File: src/rtl/lfsr4_pkg.sv
package lfsr4_pkg;
    localparam int LFSR_W = 4;

    typedef struct packed {
        logic [LFSR_W-1:0] bits;
    } lfsr_state_t;
endpackage

File: src/rtl/lfsr4_seed_guard.sv
module lfsr4_seed_guard #(
    parameter int W = 4
) (
    input  logic [W-1:0] seed_i,
    output logic [W-1:0] safe_o
);
    localparam logic [W-1:0] ESCAPE = {{(W-1){1'b0}}, 1'b1};

    always_comb begin
        safe_o = (seed_i == '0) ? ESCAPE : seed_i;
    end
endmodule

File: src/rtl/lfsr4_step.sv
module lfsr4_step #(
    parameter int W      = 4,
    parameter int TAP_HI = 1,
    parameter int TAP_LO = 0
) (
    input  logic [W-1:0] cur_i,
    output logic [W-1:0] nxt_o
);
    logic fb;

    always_comb begin
        fb    = cur_i[TAP_HI] ^ cur_i[TAP_LO];
        nxt_o = {fb, cur_i[W-1:1]};
    end
endmodule

File: src/rtl/lfsr4_gen.sv
module lfsr4_gen
    import lfsr4_pkg::*;
#(
    parameter logic [LFSR_W-1:0] RESET_STATE = 4'b1101
) (
    input  logic              clk,
    input  logic              rst_n,
    input  logic              load_i,
    input  logic [LFSR_W-1:0] seed_i,
    input  logic              shift_en_i,
    output logic [LFSR_W-1:0] state_o,
    output logic              ser_o
);
    localparam int W = LFSR_W;

    lfsr_state_t       st_d, st_q;
    logic [W-1:0]      seed_safe;
    logic [W-1:0]      stepped;

    lfsr4_seed_guard #(.W(W)) u_guard (
        .seed_i (seed_i),
        .safe_o (seed_safe)
    );

    lfsr4_step #(.W(W), .TAP_HI(1), .TAP_LO(0)) u_step (
        .cur_i (st_q.bits),
        .nxt_o (stepped)
    );

    always_comb begin
        st_d = st_q;
        if (load_i) begin
            st_d.bits = seed_safe;
        end else if (shift_en_i) begin
            st_d.bits = stepped;
        end
    end

    always_ff @(posedge clk or negedge rst_n) begin
        if (!rst_n) begin
            st_q.bits <= RESET_STATE;
        end else begin
            st_q <= st_d;
        end
    end

    assign state_o = st_q.bits;
    assign ser_o   = st_q.bits[0];


    load_seed_chk: assert property (@(posedge clk) disable iff (!rst_n)
        (load_i && seed_i != '0) |=> (state_o == $past(seed_i)));


    zero_seed_chk: assert property (@(posedge clk) disable iff (!rst_n)
        (load_i && seed_i == '0) |=> (state_o == 4'b0001));


    shift_step_chk: assert property (@(posedge clk) disable iff (!rst_n)
        (!load_i && shift_en_i) |=>
        (state_o == {$past(state_o[1]) ^ $past(state_o[0]), $past(state_o[3:1])}));


    hold_chk: assert property (@(posedge clk) disable iff (!rst_n)
        (!load_i && !shift_en_i) |=> $stable(state_o));


    never_zero_chk: assert property (@(posedge clk) disable iff (!rst_n)
        state_o != '0);
endmodule

File: config.mk
export PLATFORM = sky130hd
export DESIGN_NAME = lfsr4_gen
export DESIGN_NICKNAME = d
export VERILOG_FILES = /design/src/rtl/lfsr4_pkg.sv /design/src/rtl/lfsr4_seed_guard.sv /design/src/rtl/lfsr4_step.sv /design/src/rtl/lfsr4_gen.sv
export SDC_FILE = /design/constraint.sdc
export NUM_CORES = 1
export LEC_CHECK = 0
export ABC_AREA = 1
export BUFFER_PORTS_ARGS = -buffer_cell sky130_fd_sc_hd__buf_4
export CORE_AREA = 2 2 39 41
export CTS_CLUSTER_SIZE = 24
export DETAILED_ROUTE_END_ITERATION = 16
export DIE_AREA = 0 0 41 43
export PLACE_DENSITY = 0.36
export SYNTH_ARGS = -nofsm -noshare
export SYNTH_HDL_FRONTEND = slang
export SYNTH_SLANG_ARGS = --single-unit
File: constraint.sdc
create_clock -name clk -period 1 [get_ports clk]
set_clock_uncertainty 0.15 [all_clocks]
set_input_delay 0.05 -clock clk [delete_from_list [all_inputs] [get_ports clk]]
set_output_delay 0.05 -clock clk [all_outputs]
set_load 0.01 [all_outputs]
After elaboration in Yosys (flattened, before gate mapping)

Index checks and enable logic that the tools add are counted.

Register bits: 4
Bits of input ports: 8
Output and inout port bits: 5
Word-level logic and storage cells: 7

Mux-type cells: 3
Bitwise logic cells: 1
Reductions and logical operators: 2

Operators with widths:

| cell               | count |
|---|---|
| $mux W4            | 3 |
| $logic_not A4 Y1   | 1 |
| $reduce_bool A2 Y1 | 1 |
| $xor A1 B1 Y1      | 1 |

Depth between registers and ports, before layout

Gate-level depths: netlist of run 1.

Word-level depth: 3
Mapped depth: 5
Gate-level depth less buffers: 5

By module

A second synthesis of run 1 with hierarchy kept.

Cell total of the unflattened synthesis: 40
Area, all modules: 267.8 um^2

By module, submodules not included:

| module           | instances | cells an instance | area each (um^2) |
|---|---|---|---|
| lfsr4_gen        | 1         | 23                | 188.9 |
| lfsr4_step       | 1         | 9                 | 48.8 |
| lfsr4_seed_guard | 1         | 8                 | 30.0 |

Worst setup path after synthesis of run 1

Ideal clock, no wire load.

Kind: register to register
Start: register st_q (netlist bit state_o[0])
End: register st_q (netlist bit state_o[3])
Setup time: 0.064 ns
Data arrival time: 0.783 ns
Required time: 0.786 ns
Path slack: 0.004 ns
Cell stages (with the launch flop): 5
Period minus slack after synthesis: 0.996 ns
Cells stage by stage: dfstp_2 -> inv_1 -> nand2_1 -> nand3_1 -> nand3_1

Word-level cells in the longest chain between the ends: 3

Ends and longest elaborated chain:

| what                   | line             | source |
|---|---|---|
| start, declared        | lfsr4_gen.sv:16  | `lfsr_state_t st_d, st_q;` |
| start signal, assigned | lfsr4_gen.sv:43  | `st_q <= st_d;` |
| $xor A1 B1 Y1          | lfsr4_step.sv:12 | `fb = cur_i[TAP_HI] ^ cur_i[TAP_LO];` |
| $mux W4                | lfsr4_gen.sv:34  | `end else if (shift_en_i) begin` |
| $mux W4                | lfsr4_gen.sv:32  | `if (load_i) begin` |

No other way between the ends. The select of a mux whose other input is x is not followed.
A chain may end at the register's enable or synchronous reset.

Final worst setup path of run 1

Start: register st_q (netlist bit state_o[0])
End: output ser_o

RTL lines:

| what          | line            | source |
|---|---|---|
| end, declared | lfsr4_gen.sv:12 | `output logic ser_o` |

No word-level cell between the ends.

==> impl_table.tex, run 1 <==
\begin{tabular}{lr}
\hline
Metric & Value \\
\hline
\multicolumn{2}{l}{\textbf{Status}} \\
Run status & finished with violations \\
Violated checks & negative hold slack, negative setup slack \\
\multicolumn{2}{l}{\textbf{Floorplanning}} \\
Number of cell rows & 14 \\
I/O pin count & 13 \\
Starting density of the core & 0.1637 \\
Die width & 41 um \\
Core area & 1384 um\^{}2 \\
Die outline height & 43 um \\
Floorplan die area & 1763 um\^{}2 \\
\multicolumn{2}{l}{\textbf{CTS}} \\
TritonCTS clock tree & yes \\
Clk sinks & 4 \\
CTS clk-pin slew, worst paths & 0.04 ns \\
TritonCTS buffer count & 3 \\
Clock insertion delay at the later pin of the skew report & between 0.2 and 0.25 ns \\
CTS HTree Levels & 1 \\
CTS Buffer Depth & 2 \\
Clock tree root buffer cell & clkbuf\_4 \\
\multicolumn{2}{l}{\textbf{Worst setup path}} \\
Number of cells traversed by the worst register-to-register path & 5 \\
Crit-path max FO & 2 \\
Slack of the worst reg-to-reg path & -0.10 ns \\
Kind of critical path & flip-flop to primary output \\
Endpoint class of the critical path & primary output \\
FF-to-FF End & state\_o[3]\$\_DFFE\_PN1P\_ \\
Startpoint class of the critical path & flip-flop \\
Required time of the critical path & 0.80 ns \\
Origin of the critical flop-to-flop path & state\_o[0]\$\_DFFE\_PN1P\_ \\
WP data arrival & 0.96 ns \\
\multicolumn{2}{l}{\textbf{Logic synthesis}} \\
Nets in the synthesized netlist & 42 \\
Area share of the largest cell type after synthesis & 0.3481 \\
Post-synth cell types & 8 \\
EDFF count, synth & 0 \\
Proportion of register bits with asynchronous set or reset after synthesis & 1.000 \\
Post-synthesis sequential element count & 4 \\
Post-synthesis cell type with the largest combined area & dfstp\_2 \\
Top area cells in the synthesized netlist & dfstp\_2 (35\%), nand2\_1 (25\%), dfrtp\_1 (11\%) \\
Main flop type after synthesis & dfstp\_2 \\
Most frequent cells after synthesis & nand2\_1 (15), inv\_1 (5), nand3\_1 (4), nor2\_1 (4), dfstp\_2 (3) \\
Instance count of the mapped netlist & 34 \\
YS warnings & 0 \\
Most common cell in the netlist & nand2\_1 \\
Average cell area after synthesis & 6.661 um\^{}2 \\
Sequential fraction of the synthesis area & 0.4586 \\
Cell area after technology mapping & 226.5 um\^{}2 \\
\multicolumn{2}{l}{\textbf{STA}} \\
Final period util & 1.156 \\
Min Clock Period, post-route & 1.156 ns \\
Worst Tran Pin Value & 0.2849 ns \\
Unrepaired setup endpoints after global routing & true \\
Final critical-path setup slack & -0.1564 ns \\
Final-layout worst hold slack & -0.07280 ns \\
Relative max-transition margin & 0.8094 \\
Total of endpoints with negative setup slack in the final report & 5 \\
Achievable clock frequency & 864.7 MHz \\
Number of max-slew violations in the final report & 0 \\
Number of endpoints with negative hold slack in the final report & 3 \\
\multicolumn{2}{l}{\textbf{Min path}} \\
Classification of the worst-slack hold path & primary input to flip-flop \\
Worst hold path cell count & 4 \\
Worst Hold Path EP & state\_o[0]\$\_DFFE\_PN1P\_ \\
Launch point of the worst hold path & shift\_en\_i \\
\multicolumn{2}{l}{\textbf{Route}} \\
Number of DRC markers in iteration 0 & 7 \\
Total Routed Length & about 700 um \\
Number of nets with antenna violations after detailed routing & 0 \\
Routed wirelength normalized by instance count & 9.360 um \\
Number of remaining DRC errors & 0 \\
Total number of vias & 288 \\
Number of vias per cell & around 3.8 \\
Drt first pass iters & 2 \\
\multicolumn{2}{l}{\textbf{Finish}} \\
Post-layout net count & between 60 and 70 \\
Inserted Diodes & 0 \\
Area grow syn2layout & 114.4\% \\
Share of cells above drive strength 1 & 0.4237 \\
Post-route design area & approximately 490 um\^{}2 \\
Flip-flop count of the largest register, all copies and words added & 4 \\
\multicolumn{2}{l}{\textbf{Place}} \\
HPWL after detailed placement & 500.6 um \\
Port bufs & 12 \\
Cell Area, Placed & between 300 and 400 um\^{}2 \\
Final GP Congestion & roughly 0.7 \\
\multicolumn{2}{l}{\textbf{Global route}} \\
Largest net degree at the start of global routing & 7 \\
Congestion Overflow GR & 0 \\
Gr usage total & 0.1058 \\
Vias in the first global route & a little under 300 \\
Number of antenna violations at the first check in global routing & 0 \\
First-pass GRT wire length & 1166 um \\
\multicolumn{2}{l}{\textbf{Power and ir drop}} \\
Worst IR drop on VDD & $\sim$1100 uV \\
Standby leakage power & about 0.26 nW \\
P per Cell Area & roughly 1300 nW/um\^{}2 \\
\multicolumn{2}{l}{\textbf{Job}} \\
Number of max-cap violations & 0 \\
\hline
\end{tabular}
per-layer routing:
metal	part of all wire	global-route usage
met5	0	0
met4	0	0.02000
met3	0.085	0.09424
met2	0.50	0.1500
met1	0.41	0.1173
logic make-up (layout without fill, tap and decap cells):
| logic type | count (synthesis) | count (layout) | synth area share |
|---|---|---|---|
| AOI/OAI and AO/OA | 1 | 1 | 0.02208 |
| buffers and inverters | 6 | 31 | 0.1160 |
| DFF | 4 | 4 | 0.4586 |
| and+or+nand+nor | 23 | 23 | 0.4033 |
worst max path at each step:
| stage | from | end | depth (start not counted) |
|---|---|---|---|
| 2_1_floorplan | state_o[0]$_DFFE_PN1P_ | state_o[3]$_DFFE_PN1P_ | 4 |
| 3_3_place_gp | state_o[0]$_DFFE_PN1P_ | state_o[3]$_DFFE_PN1P_ | 4 |
| 3_5_place_dp | state_o[0]$_DFFE_PN1P_ | state_o[3]$_DFFE_PN1P_ | 4 |
| 4_1_cts | state_o[0]$_DFFE_PN1P_ | state_o[0] | 2 |
| 5_1_grt | state_o[0]$_DFFE_PN1P_ | state_o[0] | 2 |
| 6_report | state_o[0]$_DFFE_PN1P_ | ser_o | 2 |
through the flow:
| step | utilization | setup slack [ns] | TNS, ns | instances | total power [W] |
|---|---|---|---|---|---|
| floorplan | - | 0.003577 | 0 | 34 | 0.0002604 |
| global placement | 0.2432 | 0.02206 | 0 | 62 | 0.0003374 |
| detailed placement | 0.2432 | 0.008699 | 0 | 62 | 0.0003345 |
| CTS | 0.3282 | -0.1612 | -0.6158 | 74 | 0.0006210 |
| global route | 0.3508 | -0.1901 | -0.7880 | 75 | 0.0006707 |
| finish | 0.3508 | -0.1564 | -0.5769 | 75 | 0.0006277 |
repair_timing:
| item | CTS | global route |
|---|---|---|
| hold buffers | 5 | 3 |
| pin swaps | 0 | 4 |
| endpoints found under the hold margin | 8 | 4 |
| setup buffers | 3 | 0 |
| resized for setup | 5 | 7 |
| setup endpoints to repair | 6 | 10 |
placed cells by master (no fill, tap or decap):
master | netlist | final
inv_1 | 5 | 5
clkbuf_1 | 0 | 1
dfrtp_1 | 1 | 1
clkbuf_4 | 0 | 3
dfstp_2 | 3 | 3
dlymetal6s4s_1 | 0 | 1
dlygate4sd3_1 | 0 | 5
buf_4 | 1 | 9
buf_6 | 0 | 7
nand2_1 | 15 | 14
nand2_2 | 0 | 1
nor2_1 | 4 | 4
nand3_2 | 0 | 1
o21ai_2 | 0 | 1
nand3_1 | 4 | 3
power breakdown:
group | total (W) | internal (W) | switching, W
logic | 0.000192 | 0.000118 | 0.0000744
registers | 0.000207 | 0.000191 | 0.0000165
clock network | 0.000228 | 0.000151 | 0.0000776
total | 0.000628 | 0.000459 | 0.000168
worst max-delay path, stage by stage, from the launching register on:
cell,delay [ns]
dfstp_2,0.53
buf_6,0.10
buf_6,0.09
final cells by class:
class / count / area, um^2
fillers: 148 / 898.4
repair buffers: 22 / 209.0
multi-input cells: 24 / 107.6
flip-flops and latches: 4 / 103.9
clock buffers: 4 / 26.28
well taps: 16 / 20.02
inverters: 5 / 18.77
(Power assumes the default switching activity.)
==> inputs of run 2 (changes only) <==
--- a/config.mk
+++ b/config.mk
@@ -12,6 +12,7 @@
 export DETAILED_ROUTE_END_ITERATION = 16
 export DIE_AREA = 0 0 41 43
 export PLACE_DENSITY = 0.36
+export REMOVE_ABC_BUFFERS = 1
 export SYNTH_ARGS = -nofsm -noshare
 export SYNTH_HDL_FRONTEND = slang
 export SYNTH_SLANG_ARGS = --single-unit
==> impl_table.tex, run 2 (synthesis gave the netlist of run 1 again) <==
\begin{tabular}{lr}
\hline
Metric & Value \\
\hline
\multicolumn{2}{l}{\textbf{Finish}} \\
Most common library cell in the layout ignoring fill and taps & nand2\_1 \\
Post-route design area & 445.4 um\^{}2 (-8.2\%) \\
Flip-flop count of the largest register, all copies and words added & 4 (unchanged) \\
Inserted Diodes & 0 (unchanged) \\
Post-layout net count & 65 (-4.4\%) \\
Area grow syn2layout & 96.69\% \\
Share of cells above drive strength 1 & 0.3750 (-0.04873) \\
Sequential cell area in the final layout & 103.9 um\^{}2 (unchanged) \\
Commonest cells after routing, fill and taps aside & nand2\_1 (15), buf\_4 (8), buf\_6 (6), inv\_1 (5), dlygate4sd3\_1 (5) \\
Area occupied by multi-input gates & 98.84 um\^{}2 (-8.1\%) \\
Number of filler cells placed in the layout & 163 (+10\%) \\
\multicolumn{2}{l}{\textbf{Worst setup path}} \\
Critical path launch point & state\_o[0]\$\_DFFE\_PN1P\_ \\
Required time of the critical path & 0.80 ns (about the same) \\
WP data arrival & 0.96 ns (about the same) \\
Number of cells traversed by the worst register-to-register path & 5 (unchanged) \\
Endpoint class of the critical path & primary output \\
FF-to-FF End & state\_o[3]\$\_DFFE\_PN1P\_ \\
Slack of the worst reg-to-reg path & -0.09 ns (about the same) \\
Kind of critical path & flip-flop to primary output \\
Origin of the critical flop-to-flop path & state\_o[0]\$\_DFFE\_PN1P\_ \\
Startpoint class of the critical path & flip-flop \\
Crit-path max FO & 2 (unchanged) \\
\multicolumn{2}{l}{\textbf{Floorplanning}} \\
Floorplan die area & 1763 um\^{}2 (unchanged) \\
Number of cell rows & 14 (unchanged) \\
Die outline height & 43 um (unchanged) \\
Die width & 41 um (unchanged) \\
Core area & 1384 um\^{}2 (unchanged) \\
I/O pin count & 13 (unchanged) \\
Starting density of the core & 0.1637 (unchanged) \\
\multicolumn{2}{l}{\textbf{Route}} \\
Number of nets with antenna violations after detailed routing & 0 (unchanged) \\
Total Routed Length & 665 um (-5.3\%) \\
Routed wirelength normalized by instance count & 9.236 um (-1.3\%) \\
Number of DRC markers in iteration 0 & 4 (-3) \\
Number of remaining DRC errors & 0 (unchanged) \\
Total number of vias & 274 (-4.9\%) \\
Number of vias per cell & 3.806 (-0.90\%) \\
Drt first pass iters & 3 (+1) \\
\multicolumn{2}{l}{\textbf{STA}} \\
Final critical-path setup slack & -0.1553 ns (+0.001137 ns) \\
Worst Tran Pin Value & 0.2739 ns (-0.01105 ns) \\
Final-layout worst hold slack & -0.07256 ns (+0.0002482 ns) \\
Relative max-transition margin & 0.8167 (+0.007396) \\
Total of endpoints with negative setup slack in the final report & 5 (unchanged) \\
Achievable clock frequency & 865.6 MHz (about the same) \\
Final period util & 1.155 (about the same) \\
Number of endpoints with negative hold slack in the final report & 4 (+1) \\
Number of max-slew violations in the final report & 0 (unchanged) \\
Min Clock Period, post-route & 1.155 ns (-0.001137 ns) \\
Unrepaired setup endpoints after global routing & true \\
\multicolumn{2}{l}{\textbf{Global route}} \\
Congestion Overflow GR & 0 (unchanged) \\
Gr usage total & 0.1158 (+0.009964) \\
Largest net degree at the start of global routing & 7 (unchanged) \\
Number of antenna violations at the first check in global routing & 0 (unchanged) \\
Vias in the first global route & 295 (unchanged) \\
First-pass GRT wire length & 1242 um (+6.5\%) \\
\multicolumn{2}{l}{\textbf{CTS}} \\
Clock tree root buffer cell & clkbuf\_4 \\
TritonCTS buffer count & 3 (unchanged) \\
Clk sinks & 4 (unchanged) \\
Number of buffers inserted for hold repair after clock tree synthesis & 5 (unchanged) \\
CTS HTree Levels & 1 (unchanged) \\
TritonCTS clock tree & yes \\
CTS Buffer Depth & 2 (unchanged) \\
CTS clk-pin slew, worst paths & 0.04 ns (about the same) \\
Clock insertion delay at the later pin of the skew report & 0.24 ns (about the same) \\
\multicolumn{2}{l}{\textbf{Min path}} \\
Worst hold path cell count & 4 (unchanged) \\
Worst Hold Path EP & state\_o[0]\$\_DFFE\_PN1P\_ \\
Launch point of the worst hold path & shift\_en\_i \\
Classification of the worst-slack hold path & primary input to flip-flop \\
\multicolumn{2}{l}{\textbf{Place}} \\
Cell Area, Placed & 336.6 um\^{}2 (unchanged) \\
Worst slack, placed & 0.008357 ns (-0.0003417 ns) \\
Final GP Congestion & 0.6484 (-7.5\%) \\
HPWL after detailed placement & 469.2 um (-6.3\%) \\
Port bufs & 12 (unchanged) \\
\multicolumn{2}{l}{\textbf{Status}} \\
Violated checks & negative hold slack, negative setup slack \\
Run status & finished with violations \\
\multicolumn{2}{l}{\textbf{Power and ir drop}} \\
P per Cell Area & 1368 nW/um\^{}2 (+5.8\%) \\
Worst IR drop on VDD & 682.8 uV (-36\%) \\
Standby leakage power & 0.2309 nW (-11\%) \\
\multicolumn{2}{l}{\textbf{Job}} \\
Number of max-cap violations & 0 (unchanged) \\
\hline
\end{tabular}
## run 2: cell types whose count changed in the layout (fill, tap and decap cells not counted)
| cell | previous run | this run |
|---|---|---|
| dlymetal6s4s_1 | 1 | 0 |
| nor2_1 | 4 | 3 |
| nand2_2 | 1 | 0 |
| o21ai_1 | 0 | 1 |
| buf_4 | 9 | 8 |
| nor2_2 | 0 | 1 |
| buf_6 | 7 | 6 |
| nand3_1 | 3 | 4 |
| nand2_1 | 14 | 15 |
| o21ai_2 | 1 | 0 |
| nand3_2 | 1 | 0 |
## run 2: metrics by stage
step / cells / TNS [ns] / utilization / total power (W) / hold WS (ns)
global route: 72 / -0.7936 / 0.3219 / 0.0006633 / -0.07185
finish: 72 / -0.5279 / 0.3219 / 0.0006094 / -0.07256
detailed placement: 62 / 0 / 0.2432 / 0.0003329 / -0.2976
CTS: 75 / -0.5811 / 0.3363 / 0.0006308 / -0.07829
global placement: 62 / 0 / 0.2432 / 0.0003351 / -0.2972
floorplan: 33 / -0.02908 / - / 0.0002544 / -0.3956
## run 2: layout make-up
cell class | instances | share of cell area
timing repair buffer | 19 | 0.3989
sequential | 4 | 0.2331
multi-input combinational | 24 | 0.2219
clock buffer | 4 | 0.05899
tap | 16 | 0.04494
inverter | 5 | 0.04213
## run 2: worst max-delay path, stage by stage (launching register included)
cell and delay, ns:
dfstp_2 0.53, buf_6 0.10, buf_6 0.09
## run 2: repair_timing
item / 4_1_cts / 5_1_grt
pin swaps: 0 / 2
setup endpoints to repair: 6 / 7
buffers inserted: 4 / 0
endpoints found under the hold margin: 8 / 4
resized for setup: 6 / 2
## run 2: how the worst max path moves through the flow
stage                                   to  cells past startpoint
finish                               ser_o                      2
global route                         ser_o                      2
CTS                             state_o[0]                      2
detailed placement  state_o[3]$_DFFE_PN1P_                      4
global placement    state_o[3]$_DFFE_PN1P_                      4
floorplan           state_o[3]$_DFFE_PN1P_                      4
## run 2: power by group
part,internal (W),switching (W)
combinational,0.000109,0.0000704
sequential,0.000191,0.0000141
clock,0.000150,0.0000751
## run 2: routing by layer
metal,share of wire,routed length (um),vias up,GRT usage
met1,0.39,261,119,0.1169
met3,0.090,60,2,0.09424
li1,-,-,144,-
met2,0.50,334,9,0.1625
met5,0,0,-,0
met4,0.012,8,0,0.06000
